**config.mk**
```make
export PLATFORM = sky130hd
export DESIGN_NAME = warp_lane_seq
export DESIGN_NICKNAME = d
export VERILOG_FILES = /design/src/rtl/warp_lane_seq.sv
export SDC_FILE = /design/constraint.sdc
export NUM_CORES = 1
export LEC_CHECK = 0
export ABC_AREA = 1
export BUFFER_PORTS_ARGS = -buffer_cell sky130_fd_sc_hd__buf_2
export CORE_AREA = 10 10 478 480
export CTS_CLUSTER_SIZE = 25
export DETAILED_ROUTE_END_ITERATION = 8
export DIE_AREA = 0 0 488 490
export HOLD_SLACK_MARGIN = 0.06
export PLACE_DENSITY_LB_ADDON = 0.1
export RECOVER_POWER = 50
export SYNTH_ARGS = -nofsm -noshare
export SYNTH_HDL_FRONTEND = slang
export SYNTH_SLANG_ARGS = --single-unit
```
**constraint.sdc**
```tcl
create_clock -name clk -period 34.4 [get_ports clk]
set_clock_uncertainty 0.2 [all_clocks]
set_input_delay 5.16 -clock clk [delete_from_list [all_inputs] [get_ports clk]]
set_output_delay 5.16 -clock clk [all_outputs]
set_load 0.01 [all_outputs]
```
**src/rtl/warp_lane_seq.sv**
```systemverilog
module warp_lane_seq #(
  parameter int LANES = 8,
  parameter int DW    = 16
) (
  input  logic                clk,
  input  logic                rst_n,
  input  logic                issue_valid,
  output logic                issue_ready,
  input  logic                issue_op,
  input  logic [31:0]         issue_mask,
  input  logic [32*DW-1:0]    issue_opa,
  input  logic [32*DW-1:0]    issue_opb,
  output logic [LANES-1:0]    lane_vld,
  output logic [LANES*5-1:0]  lane_tid,
  output logic [LANES*DW-1:0] lane_res,
  output logic                done
);
  localparam int WARP   = 32;
  localparam int TW     = 5;
  localparam int PASSES = WARP / LANES;
  localparam int PW     = (PASSES > 1) ? $clog2(PASSES) : 1;

  logic              busy;
  logic [PW-1:0]     pass_q;
  logic [WARP-1:0]   mask_q;
  logic [WARP*DW-1:0] opa_q, opb_q;
  logic              op_q;
  logic              done_q;
  logic              accept;

  assign issue_ready = !busy;
  assign accept      = issue_valid && !busy;
  assign done        = done_q;

  always_ff @(posedge clk or negedge rst_n) begin
    if (!rst_n) begin
      busy   <= 1'b0;
      pass_q <= '0;
      done_q <= 1'b0;
    end else begin
      done_q <= 1'b0;
      if (accept) begin
        busy   <= 1'b1;
        pass_q <= '0;
      end else if (busy) begin
        if (pass_q == PW'(PASSES - 1)) begin
          busy   <= 1'b0;
          done_q <= 1'b1;
        end else begin
          pass_q <= pass_q + 1'b1;
        end
      end
    end
  end

  always_ff @(posedge clk) begin
    if (accept) begin
      mask_q <= issue_mask;
      opa_q  <= issue_opa;
      opb_q  <= issue_opb;
      op_q   <= issue_op;
    end
  end

  for (genvar j = 0; j < LANES; j++) begin : g_lane
    logic [TW-1:0] tid;
    logic [DW-1:0] a, b;
    assign tid = TW'(pass_q) * TW'(LANES) + TW'(j);
    assign a   = opa_q[tid*DW +: DW];
    assign b   = opb_q[tid*DW +: DW];
    assign lane_tid[j*TW +: TW] = tid;
    assign lane_vld[j]          = busy && mask_q[tid];
    assign lane_res[j*DW +: DW] = op_q ? a : a + b;
  end
endmodule


```
After elaboration in Yosys (flattened, before gate mapping)
Cells that the tools add are included.
{"block": "classes", "order_cmp": 8, "n_mux": 33, "add_sub_neg": 16, "n_shift": 16, "n_eq_ne": 2, "reduce_logical": 12}
{"op": "variable part select 512 x 10 -> 16 bit", "count": 16}
{"op": "adder 16 bit", "count": 8}
{"op": "two-way mux 16 bit", "count": 8}
{"op": "< comparator 5 x 6 -> 1 bit (second input constant)", "count": 8}
{"op": "binary-select mux 1 bit (select 5 bit)", "count": 7}
{"op": "adder 5 x 3 -> 5 bit (second input constant)", "count": 4}
{"op": "two-way mux 1 bit", "count": 14}
{"op": "adder 5 x 2 -> 5 bit (second input constant)", "count": 2}
{"op": "logical AND 1 bit", "count": 9}
{"op": "two-way mux 2 bit", "count": 3}
{"op": "adder 5 x 1 -> 5 bit (second input constant)", "count": 1}
{"op": "adder 2 x 1 -> 2 bit (second input constant)", "count": 1}
{"op": "binary-select mux 1 bit (select 2 bit)", "count": 1}
{"op": "equality test 2 bit (second input constant)", "count": 1}
{"op": "!= test 2 bit (second input constant)", "count": 1}
{"op": "AND reduction 2 bit", "count": 1}
{"op": "nonzero test 2 bit", "count": 1}
{"op": "zero test 1 bit", "count": 1}
{"block": "word_totals", "out_inout_bits": 178, "in_bits": 1060, "register_bits": 1061}

Depth between registers and ports, before layout
{"block": "depth", "depth_word": 4, "mapped_depth": 19, "mapped_depth_nobuf": 15}

Worst setup path before layout
OpenSTA, ideal clock, no wires.
{"block": "synth_path", "path_type": "input-to-reg", "from": "in issue_valid", "to": "reg mask_q[0] (enable)", "setup_slack_ns": 7.312, "cell_stages": 2, "required_time_ns": 32.812, "setup_time_ns": 1.388, "t_arrival_ns": 25.500, "path_buffers": 0, "path_cell_list": "nand2_1 -> inv_1"}
{"block": "synth_between", "elab_chain_len": 1}
{"item": "start: declaration", "line": "7", "source": "input logic issue_valid,"}
{"item": "logical AND 1 bit", "line": "32", "source": "assign accept = issue_valid && !busy;"}
{"item": "via accept", "line": "29", "source": "logic accept;"}
{"item": "end signal: assignment", "line": "58", "source": "mask_q <= issue_mask;"}
{"item": "end: declaration", "line": "25", "source": "logic [WARP-1:0] mask_q;"}
The timed path passes the listed nets, and every way through them passes these cells.
A chain may end at the register's enable or synchronous reset.

Final worst setup path
{"block": "layout_path", "from": "reg pass_q[1]", "to": "out lane_res[79]"}
{"block": "layout_between", "elab_chain_len": 4, "elab_cells_between_ends": 5, "cone_classes": "add/sub (2); shift (2); mux (1)"}
{"item": "start: declaration", "line": "24", "source": "logic [PW-1:0] pass_q;"}
{"item": "start signal: assignment", "line": "50", "source": "pass_q <= pass_q + 1'b1;"}
{"item": "adder 5 x 3 -> 5 bit (*)", "line": "68", "source": "assign tid = TW'(pass_q) * TW'(LANES) + TW'(j);"}
{"item": "variable part select 512 x 10 -> 16 bit, on equally long branches", "line": "69, 70"}
{"item": "adder 16 bit", "line": "73", "source": "assign lane_res[j*DW +: DW] = op_q ? a : a + b;"}
{"item": "two-way mux 16 bit (*)", "line": "73"}
{"item": "end: declaration", "line": "15", "source": "output logic [LANES*DW-1:0] lane_res,"}
Mark *: on every way between the ends. The rest lies on a longest branch, timed or not.

==> impl_results.md <==
* DRC errors left at 0
* Drt via density at 4.42
* CTS sink cnt at around 1,100
* Combinational Power Share at roughly 55%
* Share of cells above drive strength 1 at about a fifth
* Setup crit start kind: register
* CTS HTree Levels at 4
* Max VDD drop at approximately 44 uV
* Worst slew pin tran at roughly 5.7 ns
* Post-Synth XOR/XNOR Area at 0.304%
* Largest family of logic cells by synthesized area: simple AND/OR/NAND/NOR gates
* Seq/Total Area, Yosys at ~65%
* Max-cap violations at 2
* Cells on worst reg2reg path at 8
* Most used cells in the layout excluding fill and tap cells: nand2_1, edfxtp_1, buf_2
* Initial Util at around 22%
* Hold_buf cts at 0
* CTS tree: done
* Leakage power at about 25 nW
* Sequential share of power at 25.6%
* Hold crit path type: register to register
* Post-route insts no fill at between 8,000 and 9,000
* Period utilization at roughly 41%
* Clk pin slew, worst setup/hold paths at ~0.060 ns
* Nets at roughly 7,000
* RSZ-0062 raised after global routing: no
* Per-cell routed wire length at around 26 um
* Power, Total at a little under 7 mW
* Crit. Startpoint: pass_q[1]
* # fillers at 23,300
* Synth Area in Adders at approximately 3.4%
* Ys Warns at 0
* Worst skew pair latency at 0.77 ns
* Outcome: complete, but fails checks
* Placed Cells at around 8,500
* Yosys cell types at 31
* Die Width at 488 um
* Row count at 172
* Net Sw Power at roughly 3.3 mW
* Die Height at a little under 500 um
* Seq cells post-synth at around 1,100
* Clk network pwr share at roughly a fifth
* I/O Pins at 1,238
* Port Buffers at 1,213
* Gr ovfl total at 0
* WS Path Type: register to output pin
* Post-Synth Simple-Gate Area at between 10% and 20%
* CP arrival at a little under 9 ns
* Power Density at about 110 nW/um^2
* Initial antenna violation count at 172
* Reg-to-reg critical path startpoint: busy
* CTS root buffer: clkbuf_16
* CP Capture Point: lane_res[79]
* DR pass1 iterations at 5
* Maximum root-to-sink buffer count at 3
* HPWL Detailed at between 150 and 200 mm
* Synth Area in Compound Gates at 9.81%
* Fmax at 70.6 MHz
* Cell count after synthesis at roughly 4,600
* Global-route wire length before repair at a little over 300 mm
* Largest net degree at the start of global routing at ~170
* Setup violators final at 0
* Max Slew Vio Count at 198
* Maximum fanout along the worst path at 75
* GP Congestion at ~0.82
* Iteration-0 DRC Markers at approximately 2,800
* Failing checks: max-capacitance violations, max-slew violations
* Cell Area, Synth at slightly below 50,000 um^2
* GRT Total Usage at 18.1%
* Reg-to-reg endpoint: opa_q[338]
* P&R area growth vs syn at 25.6%
* Reg-to-reg slack, setup at approximately 25 ns
* Average cell area after synthesis at roughly 11 um^2
* Switching Share at around 48%
* Final hold vios at 0
* CTS resizes at 0
* Int Power at ~3.6 mW
* Via count at 38,900
* Worst EP required at around 29 ns
* Critical hold path startpoint: busy
* Crit path time final at roughly 14 ns
* Post-synthesis mux area share at 0%
* Drt total wl at between 200 and 250 mm
* Die ar. at 239,000 um^2
* # Post-CTS Setup Buffers at 0
* CTS Buf Count at between 100 and 150
* Vias in the first global route at about 40,000
* Core Area at ~220,000 um^2
* Rel. slew slack at -284%
* Worst setup EP type: output pin
* Commonest non-fill, non-tap cell in the layout: nand2_1
* Setup_tns at 0 ns
* Routed Antenna Nets at 0
-- flip-flops by register name, summed over array words and instances, names as in the netlist --
signal,count
busy,1
done,1
mask_q,32
op_q,1
opa_q,512
opb_q,512
pass_q,2
-- cell usage after synthesis --
master    count  area [um^2]
o22ai_2      41          513
nand4_1      18          113
clkbuf_1     87          327
nand3_1     236         1180
buf_6        13          146
buf_2        53          265
buf_4        76          571
xnor2_1       8         70.1
buf_1        12         45.0
nor3_1       16         80.1
o21ai_0     415         2080
inv_2         1         3.75
or2_2        31          194
buf_8         1         15.0
a32oi_1       8         70.1
a32o_1       33          330
ha_1        121         1510
edfxtp_1   1057        31700
inv_4         2         12.5
fa_1          8          160
inv_1       380         1430
xor2_1        9         78.8
dfrtp_1       4          100
clkbuf_2      4         20.0
o22ai_1     150          938
a21oi_1     124          621
nor2_1      496         1860
and2_1        8         50.1
nand2_1    1131         4250
o21ai_1      52          260
conb_1        2         7.51
-- worst min path at each step --
| stage | cells past startpoint | slack (ns) | end |
|---|---|---|---|
| final | 2 | 0.27 | done |
| after global routing | 2 | 0.30 | done |
| after CTS | 2 | 0.27 | done |
| after detailed placement | 2 | 0.25 | done |
| after global placement | 2 | 0.27 | done |
| after floorplan | 2 | 0.24 | done |
-- routing by layer --
layer	wire (um)	global-route usage [%]	up-vias
met2	110000	31.2	1452
met5	234	0	-
met3	17700	5.65	409
met4	5050	3.82	34
li1	-	-	18300
met1	93300	22.0	18700
-- metrics by stage --
stage	setup slack [ns]	utilization (%)	hold slack [ns]	instance area, um^2
after floorplan	7.31	-	0.236	49100
after global placement	23.19	26.4	0.271	57900
after detailed placement	23.15	26.4	0.252	57900
after CTS	22.66	28.3	0.266	61900
after global routing	19.55	28.1	0.302	61500
final	20.24	28.2	0.266	61600
-- power by group through the flow --
| stage | Combinational, mW | Clock, mW | Sequential [mW] |
|---|---|---|---|
| 3_3_place_gp | 3.88 | 0 | 1.79 |
| 3_5_place_dp | 3.88 | 0 | 1.79 |
| 6_report | 3.79 | 1.33 | 1.77 |
| 4_1_cts | 3.89 | 1.38 | 1.76 |
| 2_1_floorplan | 2.38 | 0 | 2.03 |
| 5_1_grt | 4.30 | 1.43 | 1.78 |
-- area by class of cell --
type | instances | area [um^2] | area share, %
flip-flops and latches | 1061 | 31800 | 51.7
multi-input cells | 2929 | 14500 | 23.5
repair buffers | 1265 | 6070 | 9.86
well taps | 2871 | 3590 | 5.83
clock buffers | 162 | 3460 | 5.61
inverters | 383 | 1480 | 2.39
clock inverters | 72 | 589 | 0.957
diodes | 48 | 120 | 0.195
-- logic make-up (layout without fill, tap and decap cells) --
kind of cell | count (synthesis) | count (layout)
and+or+nand+nor | 1936 | 1936
DFF | 1061 | 1061
AOI/OAI and AO/OA | 823 | 823
buffers and inverters | 629 | 1882
adders and majority gates | 129 | 129
xor gates and xnor gates | 17 | 17
other | 2 | 72
-- worst max-delay path, cell delays in order, from the launching register on --
cell,delay [ns]
dfrtp_4,0.49
clkbuf_1,2.89
buf_4,0.79
buf_4,0.67
buf_4,0.55
o21ai_0,0.17
o22ai_1,0.50
ha_1,0.39
nand2_1,0.11
nor2_1,0.05
nand3_1,0.07
nand2_1,0.13
nand2_1,0.12
nand2_1,0.06
nand2_1,0.06
nand3_1,0.16
nand2_1,0.36
buf_2,0.21
(Power assumes the default switching activity.)
